`src/rtl/ssp_pkg.sv`:
```
package ssp_pkg;
  localparam int CMD_BITS  = 8;
  localparam int ADDR_BITS = 5;

  typedef struct packed {
    logic                 rd;
    logic                 two_wire;
    logic                 rsvd;
    logic [ADDR_BITS-1:0] addr;
  } cmd_t;
endpackage

```
`src/rtl/ssp_sync.sv`:
```
module ssp_sync #(
  parameter int           W       = 4,
  parameter int           STAGES  = 2,
  parameter logic [W-1:0] RST_VAL = '0
) (
  input  logic         clk,
  input  logic         rst,
  input  logic [W-1:0] d,
  output logic [W-1:0] q
);
  logic [W-1:0] stage [STAGES];

  always_ff @(posedge clk) begin
    if (rst) stage[0] <= RST_VAL;
    else     stage[0] <= d;
  end

  for (genvar i = 1; i < STAGES; i++) begin : g_stage
    always_ff @(posedge clk) begin
      if (rst) stage[i] <= RST_VAL;
      else     stage[i] <= stage[i-1];
    end
  end

  assign q = stage[STAGES-1];
endmodule

```
`src/rtl/ssp_edge.sv`:
```
module ssp_edge (
  input  logic clk,
  input  logic rst,
  input  logic sclk_s,
  input  logic rise_act,
  output logic act,
  output logic inact
);
  logic prev;

  always_ff @(posedge clk) begin
    if (rst) prev <= 1'b0;
    else     prev <= sclk_s;
  end

  logic rise, fall;
  assign rise  = sclk_s & ~prev;
  assign fall  = ~sclk_s & prev;
  assign act   = rise_act ? rise : fall;
  assign inact = rise_act ? fall : rise;
endmodule

```
`src/rtl/ssp_regfile.sv`:
```
module ssp_regfile #(
  parameter int DW   = 8,
  parameter int NREG = 32,
  parameter int AW   = 5
) (
  input  logic          clk,
  input  logic          rst,
  input  logic          wr_en,
  input  logic [AW-1:0] wr_addr,
  input  logic [DW-1:0] wr_data,
  input  logic [AW-1:0] rd_addr,
  output logic [DW-1:0] rd_data
);
  logic [DW-1:0] bank [NREG];

  for (genvar i = 0; i < NREG; i++) begin : g_reg
    logic [DW-1:0] q;
    always_ff @(posedge clk) begin
      if (rst)                                q <= '0;
      else if (wr_en && wr_addr == AW'(i))    q <= wr_data;
    end
    assign bank[i] = q;
  end

  if (NREG == (1 << AW)) begin : g_full
    assign rd_data = bank[rd_addr];
  end else begin : g_part
    assign rd_data = (int'(rd_addr) < NREG) ? bank[rd_addr] : '0;
  end
endmodule

```
`src/rtl/ssp_ctrl.sv`:
```
module ssp_ctrl
  import ssp_pkg::*;
#(
  parameter int DW = 8
) (
  input  logic                 clk,
  input  logic                 rst,
  input  logic                 cs_s,
  input  logic                 sdi_s,
  input  logic                 act,
  input  logic                 inact,
  output logic                 wr_en,
  output logic [ADDR_BITS-1:0] addr,
  output logic [DW-1:0]        wr_data,
  input  logic [DW-1:0]        rd_data,
  output logic                 rd_phase,
  output logic                 two_wire,
  output logic                 out_bit
);
  localparam int FRAME = CMD_BITS + DW;
  localparam int SW    = (DW > CMD_BITS) ? DW : CMD_BITS;
  localparam int CW    = $clog2(FRAME + 1);

  logic [CW-1:0] cnt;
  logic [SW-1:0] sr_in;
  logic [DW-1:0] sr_out;
  cmd_t          cmd;
  cmd_t          next_cmd;
  logic [SW-1:0] next_sr;

  assign next_sr  = {sr_in[SW-2:0], sdi_s};
  assign next_cmd = cmd_t'(next_sr[CMD_BITS-1:0]);

  always_ff @(posedge clk) begin
    if (rst || cs_s) begin
      cnt      <= '0;
      rd_phase <= 1'b0;
      wr_en    <= 1'b0;
      if (rst) begin
        sr_in   <= '0;
        sr_out  <= '0;
        cmd     <= '0;
        wr_data <= '0;
      end
    end else begin
      wr_en <= 1'b0;
      if (act && cnt != CW'(FRAME)) begin
        sr_in <= next_sr;
        cnt   <= cnt + 1'b1;
        if (cnt == CW'(CMD_BITS - 1))
          cmd <= next_cmd;
        if (cnt == CW'(FRAME - 1) && !cmd.rd && !cmd.rsvd) begin
          wr_en   <= 1'b1;
          wr_data <= next_sr[DW-1:0];
        end
      end else if (inact) begin
        if (cnt == CW'(CMD_BITS) && cmd.rd && !cmd.rsvd) begin
          sr_out   <= rd_data;
          rd_phase <= 1'b1;
        end else if (rd_phase) begin
          if (cnt == CW'(FRAME)) rd_phase <= 1'b0;
          else                   sr_out   <= {sr_out[DW-2:0], 1'b0};
        end
      end
    end
  end

  assign addr     = cmd.addr;
  assign two_wire = cmd.two_wire;
  assign out_bit  = sr_out[DW-1];
endmodule

```
`src/rtl/ssp_port.sv`:
```
module ssp_port
  import ssp_pkg::*;
#(
  parameter int DW          = 8,
  parameter int NREG        = 32,
  parameter int SYNC_STAGES = 2
) (
  input  logic clk,
  input  logic rst,
  input  logic edge_sel,
  input  logic cs_n,
  input  logic sclk,
  input  logic sdi_in,
  output logic sdi_out,
  output logic sdi_oe,
  output logic sdo,
  output logic sdo_oe
);
  logic [3:0] pins_s;
  logic       rise_act, cs_s, sclk_s, sdi_s;
  logic       act, inact;

  ssp_sync #(.W(4), .STAGES(SYNC_STAGES), .RST_VAL(4'b0100)) u_sync (
    .clk (clk),
    .rst (rst),
    .d   ({edge_sel, cs_n, sclk, sdi_in}),
    .q   (pins_s)
  );
  assign {rise_act, cs_s, sclk_s, sdi_s} = pins_s;

  ssp_edge u_edge (
    .clk      (clk),
    .rst      (rst),
    .sclk_s   (sclk_s),
    .rise_act (rise_act),
    .act      (act),
    .inact    (inact)
  );

  logic                 wr_en;
  logic [ADDR_BITS-1:0] addr;
  logic [DW-1:0]        wr_data, rd_data;
  logic                 rd_phase, two_wire, out_bit;

  ssp_ctrl #(.DW(DW)) u_ctrl (
    .clk      (clk),
    .rst      (rst),
    .cs_s     (cs_s),
    .sdi_s    (sdi_s),
    .act      (act),
    .inact    (inact),
    .wr_en    (wr_en),
    .addr     (addr),
    .wr_data  (wr_data),
    .rd_data  (rd_data),
    .rd_phase (rd_phase),
    .two_wire (two_wire),
    .out_bit  (out_bit)
  );

  ssp_regfile #(.DW(DW), .NREG(NREG), .AW(ADDR_BITS)) u_regs (
    .clk     (clk),
    .rst     (rst),
    .wr_en   (wr_en),
    .wr_addr (addr),
    .wr_data (wr_data),
    .rd_addr (addr),
    .rd_data (rd_data)
  );

  always_ff @(posedge clk) begin
    if (rst) begin
      sdo     <= 1'b0;
      sdo_oe  <= 1'b0;
      sdi_out <= 1'b0;
      sdi_oe  <= 1'b0;
    end else begin
      sdo     <= ~cs_s & rd_phase & out_bit;
      sdo_oe  <= ~cs_s;
      sdi_out <= ~cs_s & rd_phase & out_bit;
      sdi_oe  <= ~cs_s & rd_phase & two_wire;
    end
  end
endmodule

```
`config.mk`:
```
export PLATFORM = sky130hd
export DESIGN_NAME = ssp_port
export DESIGN_NICKNAME = d
export VERILOG_FILES = /design/src/rtl/ssp_pkg.sv /design/src/rtl/ssp_sync.sv /design/src/rtl/ssp_edge.sv /design/src/rtl/ssp_regfile.sv /design/src/rtl/ssp_ctrl.sv /design/src/rtl/ssp_port.sv
export SDC_FILE = /design/constraint.sdc
export NUM_CORES = 1
export LEC_CHECK = 0
export ABC_AREA = 0
export CAP_MARGIN = 20
export CORE_ASPECT_RATIO = 1.2
export CORE_MARGIN = 2
export CORE_UTILIZATION = 45
export DETAILED_ROUTE_END_ITERATION = 12
export DONT_BUFFER_PORTS = 1
export PLACE_DENSITY = 0.67
export RECOVER_POWER = 50
export SYNTH_ARGS = -nofsm -noshare
export SYNTH_HDL_FRONTEND = slang
export SYNTH_SLANG_ARGS = --single-unit
export TNS_END_PERCENT = 100
```
`constraint.sdc`:
```
create_clock -name clk -period 4.6 [get_ports clk]
set_input_delay 0.92 -clock clk [delete_from_list [all_inputs] [get_ports clk]]
set_output_delay 0.92 -clock clk [all_outputs]
set_load 0.005 [all_outputs]
```
==> results of run 1 <==
[worst paths after layout]
kind                            from                    to  slack, ns  cells past startpoint
setup / recovery      u_ctrl.addr[2]  u_regs.g_reg[3].q[0]       1.11                      6
hold / removal    u_sync.stage[0][2]    u_sync.stage[1][2]       0.44                      1
setup reg to reg      u_ctrl.addr[2]  u_regs.g_reg[3].q[0]       1.11                      6
hold reg to reg   u_sync.stage[0][2]    u_sync.stage[1][2]       0.44                      1
[power by group through the flow]
stage,Clock (mW),Combinational (mW),Sequential [mW]
5_1_grt,2.47,0.154,2.72
2_1_floorplan,0,0.137,2.77
6_report,2.32,0.145,2.72
3_3_place_gp,0,0.146,2.78
4_1_cts,2.36,0.146,2.72
3_5_place_dp,0,0.146,2.78
[cell type report]
cell class	instances	area [sq um]	area share
inverters	8	30.0	0.00207
well taps	390	488	0.0336
clock inverters	11	78.8	0.00542
multi-input cells	982	6420	0.442
repair buffers	33	246	0.0170
clock buffers	41	833	0.0573
flip-flops and latches	306	6440	0.443
[metal layers]
metal,vias up,share of wire
met4,0,0.027
li1,4919,-
met1,5159,0.43
met2,295,0.49
met5,-,0
met3,61,0.055
[cells by family after synthesis]
| kind of cell | synth area share |
|---|---|
| AOI/OAI and AO/OA | 0.138 |
| xor gates and xnor gates | 0.00194 |
| adders and majority gates | 0.00277 |
| buffers and inverters | 0.0506 |
| DFF | 0.476 |
| muxes | 0.166 |
| and+or+nand+nor | 0.165 |
[critical path, cell delays in order, from the launching register on]
cell and delay, ns:
edfxtp_1 0.44, buf_4 0.31, nor4b_4 0.35, clkbuf_1 1.09
nand3_1 0.74, mux2i_1 0.33, nor2_1 0.07
[synth_stat cells, types with 3 or more instances]
| library cell | number | area [sq um] |
|---|---|---|
| edfxtp_1 | 31 | 931 |
| buf_6 | 14 | 158 |
| mux2_2 | 29 | 327 |
| clkbuf_1 | 81 | 304 |
| nor4bb_1 | 3 | 30.0 |
| mux4_2 | 48 | 1080 |
| inv_1 | 8 | 30.0 |
| and3b_1 | 3 | 26.3 |
| nand2_1 | 221 | 830 |
| buf_2 | 19 | 95.1 |
| buf_1 | 4 | 15.0 |
| a21oi_1 | 196 | 981 |
| nand2b_1 | 5 | 31.3 |
| nand3_1 | 97 | 485 |
| nand3_2 | 3 | 30.0 |
| nor3_4 | 4 | 65.1 |
| o2111a_1 | 8 | 90.1 |
| or2_2 | 3 | 18.8 |
| o2111ai_1 | 14 | 123 |
| dfxtp_1 | 275 | 5510 |
| buf_4 | 9 | 67.6 |
| mux2i_1 | 82 | 821 |
| nor2b_1 | 11 | 68.8 |
| nor2_1 | 87 | 327 |
| nor3b_1 | 3 | 22.5 |
| ha_1 | 3 | 37.5 |
| o21ai_0 | 100 | 500 |
| and3_1 | 3 | 18.8 |
| a22oi_1 | 14 | 105 |
| and2_1 | 17 | 106 |
[flip-flops by register name (all words and copies together) (netlist names), 2 cells and up]
name            count
u_sync.stage        8
u_ctrl.cnt          5
u_ctrl.sr_in        7
u_ctrl.sr_out       8
u_ctrl.wr_data      8
u_regs.g.q        256
u_ctrl.cmd          2
u_ctrl.addr         5
[through the flow]
stage / util / cell area [sq um] / hold WS [ns] / std cells / total power, mW
after floorplan: - / 13500 / 0.389 / 1424 / 2.91
after global placement: 0.462 / 13700 / 0.414 / 1718 / 2.92
after detailed placement: 0.462 / 13700 / 0.394 / 1718 / 2.92
after CTS: 0.493 / 14600 / 0.428 / 1770 / 5.22
after global routing: 0.491 / 14500 / 0.434 / 1771 / 5.35
final: 0.491 / 14500 / 0.437 / 1771 / 5.18
[cell usage in the layout (no fill, tap or decap), types with 3 or more instances in the layout]
master / instances
dfxtp_1: 275
nand2_1: 221
a21oi_1: 196
o21ai_0: 101
nand3_1: 99
nor2_1: 87
mux2i_1: 82
mux4_2: 48
clkbuf_16: 31
edfxtp_1: 31
mux2_2: 29
buf_4: 24
clkbuf_1: 15
a22oi_1: 14
o2111ai_1: 14
and2_0: 11
nor2b_1: 10
inv_1: 8
o2111a_1: 8
and2_1: 6
clkinv_2: 6
nand2b_1: 5
nor3_1: 4
nor3b_1: 3
and3b_1: 3
nor4bb_4: 3
and3_1: 3
ha_1: 3
clkinv_1: 3
==> reports/metrics.yaml, run 1 <==
status:
  outcome: "complete, but fails checks"
  violations: "max-capacitance violations, max-slew violations"
power:
  leakagePower_nw: 4.83
  p_sw_mw: 1.12
  worst_ir_drop_vdd_uv: 275
  switching_share: 0.217
  power.share.clock: 0.447
  p_per_area_nw_per_um2: 357
  p_seq_frac: 0.525
  internal-power_mw: 4.06
  pwr-share-comb: 0.028
clock_network:
  clkLatencyLatePin_ns: 0.55
  post_cts.repair.setup_buffers: 0
  numCtsBuffers: 30
  numClockSinks: 306
  cts_tree: "yes"
  clockBufferDepth: 3
  postCtsHoldBufs: 0
  clkTransAtPathRegs_ns: 0.06
  ctsResizeCount: 0
  h-tree-depth: 1
  cts-root-buf: "clkbuf_16"
worst_setup_path:
  crit_arrival_ns: 3.92
  path_max_fanout: 30
  cp-end-kind: "flip-flop"
  path_class: "flip-flop to flip-flop"
  worst_setup_path_start_kind: "flip-flop"
  critPathRequiredTime_ns: 5.03
sta:
  tightest_slew_ns: 1.64
  slew_viol_final: 18
  hold_viol: 0
  rsz0062_at_grt: "false"
  setup_viol_count_final: 0
  clock_skew_ns: 0.00828
  fin_setup_tns_ns: 0
  max_freq_mhz: 287
  slew-limit-headroom: -0.102
  period_minus_slack_ns: 3.49
  fin_crit_sh: 0.759
  fin_ws_ns: 1.11
worst_hold_path:
  min_path_type: "flip-flop to flip-flop"
floorplanning:
  chipHeight_um: 194
  die_x_um: 162
  core_sq_um: 29600
  pin_count: 10
  rows: 69
  initial_core_util: 0.457
  design.die.area_sq_um: 31500
layout:
  n_antenna_cell: 0
  n_fill_cell: 2677
  synthToLayoutAreaGrowth_pct: 7.39
  drive_gt1_frac: 0.116
  layout.nets: 1370
route:
  ant_nets: 0
  avgRoutedWirePerCell_um: 19.7
  dr.pass1.iters: 5
  wirelength_mm: 34.9
  viasPerCell: 5.89
  drt_iter0_drc: 1123
  num_vias: 10400
  remaining_drc_errors: 0
global_route:
  busiest_layer: "met2"
  grt_usage: 0.220
  met2_usage: 0.368
  grt_first_pass_wirelength_mm: 55.7
  met1_usage: 0.297
  grt_pass1_vias: 9841
  grt.met3_usage: 0.0289
  grt_overflow: 0
  grt_antenna_before_repair: 0
  grt_max_degree: 270
logic_synthesis:
  synth_cells: 1424
  syn_area_sq_um: 13500
  syn_nets: 1433
  synth-seq-cells: 306
  syn_area_per_cell_sq_um: 9.50
  yosysSeqAreaShare: 0.476
  postSynth.asyncResetShare: 0
  synth_edf_count: 31
  yosysWarnings: 0
  synth-main-ff-cell: "dfxtp_1"
  synth_cell_types: 55
flow_run:
  cap_viol_max_count: 2
place:
  dpl_worst_slack_ns: 1.95
  gp_congestion: 0.864
  port_buffers: 0
  hpwl_mm: 21.3
Power figures use the tool's default switching activity.
==> inputs of run 2 (changes only) <==
==> constraint.sdc (replaced) <==
create_clock -name clk -period 3.3 [get_ports clk]
set_input_delay 0.66 -clock clk [delete_from_list [all_inputs] [get_ports clk]]
set_output_delay 0.66 -clock clk [all_outputs]
set_load 0.005 [all_outputs]
==> reports/metrics.yaml, run 2 (same netlist as run 1, synthesis figures left out) <==
place:
  dpl_worst_slack_ns: 0.760
  hpwl_mm: 22.8
  port_buffers: 0
  gp_congestion: 0.837
  dpl.cell_count: 1746
layout:
  drive_gt1_frac: 0.132
  largest_reg_flops: 256
  layout.nets: 1396
  layout_commonest_cell: "dfxtp_1"
  n_antenna_cell: 0
  layout_common_cells: "275 x dfxtp_1, 221 x nand2_1, 196 x a21oi_1, 101 x o21ai_0, 99 x nand3_1"
  largest_register: "u_regs.g.q"
  finalNonFillerCells: 1797
  synthToLayoutAreaGrowth_pct: 9.27
clock_network:
  cts_tree: "yes"
  clockBufferDepth: 3
  clkLatencyLatePin_ns: 0.56
  numCtsBuffers: 29
  cts-root-buf: "clkbuf_16"
  clkTransAtPathRegs_ns: 0.06
  numClockSinks: 306
  post_cts.repair.setup_buffers: 0
  h-tree-depth: 1
  postCtsHoldBufs: 0
  ctsResizeCount: 0
global_route:
  grt_first_pass_wirelength_mm: 56.5
  grt_max_degree: 270
  grt_antenna_before_repair: 0
  grt_overflow: 0
  grt_usage: 0.223
  grt_pass1_vias: 10000
route:
  drt_iter0_drc: 1023
  num_vias: 10500
  wl_met3_mm: 1.69
  ant_nets: 0
  avgRoutedWirePerCell_um: 19.8
  wl_met1_mm: 15.3
  viasPerCell: 5.82
  remaining_drc_errors: 0
  top_layer_used: "met4"
  wirelength_mm: 35.6
  dr.pass1.iters: 8
  wl_met2_mm: 17.5
worst_hold_path:
  hold_depth: 1
  min_path_type: "primary input to flip-flop"
status:
  violations: "max-capacitance violations, max-slew violations"
  outcome: "complete, but fails checks"
floorplanning:
  design.die.area_sq_um: 31500
  core_sq_um: 29600
  pin_count: 10
  chipHeight_um: 194
  die_x_um: 162
  initial_core_util: 0.457
  rows: 69
worst_setup_path:
  cp-end-kind: "flip-flop"
  crit_chain: "nand4_2 -> buf_4 -> nor3_1 -> mux2i_1 -> nor2_1"
  worstRegToRegCells: 5
  worst_setup_path_start_kind: "flip-flop"
  crit_buf_inv: 1
  cpLargestDelayFamily: "simple AND/OR/NAND/NOR gates"
  crit_arrival_ns: 3.21
  cp.depth: 5
  slowest_delay_ns: 1.28
  path_max_fanout: 28
  path_class: "flip-flop to flip-flop"
  slowest_stage: "nor3_1"
  critPathRequiredTime_ns: 3.71
sta:
  setup_viol_count_final: 0
  hold_viol: 0
  fin_crit_sh: 0.847
  fin_ws_ns: 0.505
  rsz0062_at_grt: "false"
  fin_setup_tns_ns: 0
  clock_skew_ns: 0.0131
  max_freq_mhz: 358
  slew_viol_final: 18
  hold_ws_ns: 0.191
  tightest_slew_ns: 1.67
  slew-limit-headroom: -0.120
  period_minus_slack_ns: 2.80
power:
  worst_ir_drop_vdd_uv: 433
  leakagePower_nw: 4.99
  p_per_area_nw_per_um2: 503
  finalPower_mw: 7.44
flow_run:
  cap_viol_max_count: 2
run 2: changes by cell type in the layout (fill, tap and decap cells not counted), sizes merged:
cell	before	now
buf	26	48
clkbuf	48	52
bufinv	1	2
clkinv	9	8
run 2: power breakdown:
part	total, mW	internal [mW]	switching [mW]
logic	0.212	0.0639	0.148
clock network	3.44	1.98	1.46
registers	3.79	3.77	0.0136
total	7.44	5.82	1.62
run 2: through the flow:
step                instance area [sq um]   util
floorplan                           13500      -
global placement                    14000  0.471
detailed placement                  14000  0.471
CTS                                 14900  0.504
global route                        14800  0.499
finish                              14800  0.499
run 2: final cells by class:
class / count / area, sq um
timing repair buffer: 60 / 482
fill: 2686 / 14800
tap: 390 / 488
multi-input combinational: 982 / 6370
sequential: 306 / 6440
inverter: 8 / 30.0
clock inverter: 11 / 105
clock buffer: 40 / 870
run 2: path summary, 6_finish.rpt:
kind                                         start                     to  slack (ns)
worst max-delay path                  u_ctrl.wr_en  u_regs.g_reg[28].q[2]        0.50
worst min-delay path                           rst     u_sync.stage[1][1]        0.19
worst max register to register        u_ctrl.wr_en  u_regs.g_reg[28].q[2]        0.50
worst min register to register  u_sync.stage[0][2]     u_sync.stage[1][2]        0.42
run 2: routing by layer:
metal	vias up	global-route usage
li1	4974	-
met1	5120	0.296
met2	304	0.375
met3	67	0.0265
met4	0	0.0810
met5	-	0
==> inputs of run 3 (changes only) <==
--- a/config.mk
+++ b/config.mk
@@ -5,14 +5,14 @@
 export SDC_FILE = /design/constraint.sdc
 export NUM_CORES = 1
 export LEC_CHECK = 0
-export ABC_AREA = 0
+export ABC_AREA = 1
 export CAP_MARGIN = 20
 export CORE_ASPECT_RATIO = 1.2
 export CORE_MARGIN = 2
 export CORE_UTILIZATION = 45
 export DETAILED_ROUTE_END_ITERATION = 12
 export DONT_BUFFER_PORTS = 1
-export PLACE_DENSITY = 0.67
+export PLACE_DENSITY = 0.69
 export RECOVER_POWER = 50
 export SYNTH_ARGS = -nofsm -noshare
 export SYNTH_HDL_FRONTEND = slang
==> constraint.sdc (replaced) <==
create_clock -name clk -period 2.4 [get_ports clk]
set_input_delay 0.48 -clock clk [delete_from_list [all_inputs] [get_ports clk]]
set_output_delay 0.48 -clock clk [all_outputs]
set_load 0.005 [all_outputs]
==> reports/metrics.yaml, run 3 <==
status:
  outcome: "complete, no violations"
global_route:
  grt_usage: 0.249
  grt.met3_usage: 0.0321
  grt_overflow: 0
  grt_first_pass_wirelength_mm: 64.0
  grt_max_degree: 122
  grt_antenna_before_repair: 0
  met1_usage: 0.319
  met2_usage: 0.426
  busiest_layer: "met2"
  grt_pass1_vias: 12000
floorplanning:
  rows: 70
  design.die.area_sq_um: 32100
  initial_core_util: 0.455
  die_x_um: 164
  pin_count: 10
  chipHeight_um: 196
  core_sq_um: 30400
worst_setup_path:
  r2r_end: "u_ctrl.sr_out[0]"
  path_max_fanout: 17
  critPathRequiredTime_ns: 2.72
  reg2reg_slack_ns: 0.06
  startpoint: "u_ctrl.addr[0]"
  worstRegToRegCells: 8
  path_class: "flip-flop to flip-flop"
  slowest_delay_ns: 0.57
  crit_end: "u_ctrl.sr_out[0]"
  crit_chain: "nand2_2 -> clkinv_2 -> nand2_1 -> o21ai_0 -> o21ai_0 -> nand3_1 -> o21ai_1 -> nor2_1"
  slowest_stage: "edfxtp_1"
  crit_buf_inv: 1
  cp-end-kind: "flip-flop"
  critPathMostFrequentCell: "o21ai_0"
  cp.depth: 8
  rr_startpoint: "u_ctrl.addr[0]"
  cpLargestDelayFamily: "compound AO/OA/AOI/OAI gates"
  worst_setup_path_start_kind: "flip-flop"
  crit_arrival_ns: 2.66
logic_synthesis:
  synth_common_cells: "599 x nand2_1, 275 x dfxtp_1, 238 x a21oi_1, 224 x nor2_1, 150 x o21ai_0"
  yosysTopAreaCellShare: 0.399
  yosysTopAreaCell: "dfxtp_1"
  syn_area_sq_um: 13800
  synth.area.top_cells: "dfxtp_1 40%, nand2_1 16%, a21oi_1 8.6%, edfxtp_1 6.7%, nor2_1 6.1%"
  syn_area_per_cell_sq_um: 6.98
  synth-seq-cells: 306
  postSynth.asyncResetShare: 0
  yosysWarnings: 0
  synth-main-ff-cell: "dfxtp_1"
  yosysSeqAreaShare: 0.466
  synth_edf_count: 31
  synth_cells: 1979
  synth_cell_types: 31
  syn_nets: 1988
  synth.most_common_cell: "nand2_1"
power:
  p_per_area_nw_per_um2: 710
  worst_ir_drop_vdd_uv: 632
  leakagePower_nw: 5.84
  finalPower_mw: 10.8
clock_network:
  cts-root-buf: "clkbuf_16"
  clkTransAtPathRegs_ns: 0.06
  clockBufferDepth: 3
  numCtsBuffers: 30
  h-tree-depth: 1
  cts_tree: "yes"
  numClockSinks: 306
  clkLatencyLatePin_ns: 0.57
place:
  hpwl_mm: 24.7
  gp_congestion: 0.886
  port_buffers: 0
  dpl_worst_slack_ns: -0.147
layout:
  layout_common_cells: "602 x nand2_1, 275 x dfxtp_1, 238 x a21oi_1, 224 x nor2_1, 150 x o21ai_0"
  synthToLayoutAreaGrowth_pct: 10.5
  layout_commonest_cell: "nand2_1"
  drive_gt1_frac: 0.0773
  largest_register: "u_regs.g.q"
  final_core_util: 0.502
  largest_reg_flops: 256
  layout.nets: 1940
  n_antenna_cell: 0
sta:
  clock_skew_ns: 0.0157
  tightest_slew_ns: 1.24
  fin_ws_ns: 0.0571
  slew_viol_final: 0
  fin_crit_sh: 0.976
  hold_viol: 0
  max_freq_mhz: 427
  slew-limit-headroom: 0.174
  rsz0062_at_grt: "true"
  setup_viol_count_final: 0
  period_minus_slack_ns: 2.34
worst_hold_path:
  min_path_type: "primary input to flip-flop"
route:
  wirelength_mm: 39.9
  drt_iter0_drc: 1066
  dr.pass1.iters: 5
  remaining_drc_errors: 0
  viasPerCell: 5.43
  avgRoutedWirePerCell_um: 17.0
  ant_nets: 0
  num_vias: 12800
flow_run:
  cap_viol_max_count: 0
==> run 3: logic make-up (layout without fill, tap and decap cells) <==
logic type | count (synthesis) | count (layout) | synth area share
and+or+nand+nor | 1013 | 1013 | 0.305
AOI/OAI and AO/OA | 408 | 408 | 0.150
DFF | 306 | 306 | 0.466
buffers and inverters | 249 | 224 | 0.0764
adders and majority gates | 3 | 3 | 0.00272
==> run 3: final cells by class <==
cell class | instances | area (sq um)
fillers | 2936 | 15100
multi-input cells | 1424 | 6320
flip-flops and latches | 306 | 6440
repair buffers | 53 | 473
inverters | 116 | 442
well taps | 396 | 495
clock buffers | 42 | 902
clock inverters | 13 | 199
==> run 3: metrics by stage <==
step | hold slack (ns) | instance area [sq um] | TNS, ns | instances
2_1_floorplan | 0.388 | 13800 | 0 | 1979
3_3_place_gp | 0.393 | 14100 | -0.142 | 2289
3_5_place_dp | 0.398 | 14100 | -0.147 | 2289
4_1_cts | 0.00674 | 15300 | 0 | 2347
5_1_grt | 0.00283 | 15300 | -0.0345 | 2350
6_report | 0.0189 | 15300 | 0 | 2350
==> run 3: metal layers <==
| layer | vias up | share of wire | wire length (um) |
|---|---|---|---|
| met5 | - | 0 | 0 |
| met4 | 0 | 0.033 | 1310 |
| met3 | 80 | 0.059 | 2370 |
| met2 | 473 | 0.49 | 19400 |
| met1 | 5932 | 0.42 | 16800 |
| li1 | 6273 | - | - |
==> run 3: worst min-delay path by stage <==
stage / from / end / slack (ns) / cells after the start
final: sclk / u_sync.stage[0][1] / 0.02 / 2
after detailed placement: u_sync.stage[0][0] / u_sync.stage[1][0] / 0.40 / 2
after CTS: sclk / u_sync.stage[0][1] / 0.007 / 2
after global routing: edge_sel / u_sync.stage[0][3] / 0.003 / 2
after floorplan: u_sync.stage[0][0] / u_sync.stage[1][0] / 0.39 / 2
after global placement: u_sync.stage[0][0] / u_sync.stage[1][0] / 0.39 / 2
==> run 3: power breakdown <==
part	switching, mW	internal (mW)	leakage [nW]
Combinational	0.330	0.0911	2.77
Clock	2.05	3.15	0.537
Sequential	0.0197	5.19	2.54
==> run 3: what timing repair did <==
action	in CTS	in global routing
pin swaps	0	1
hold endpoints to repair	56	0
resized for setup	1	1
buffers inserted	0	3
endpoints found under the setup margin	1	5
hold buffers	3	0
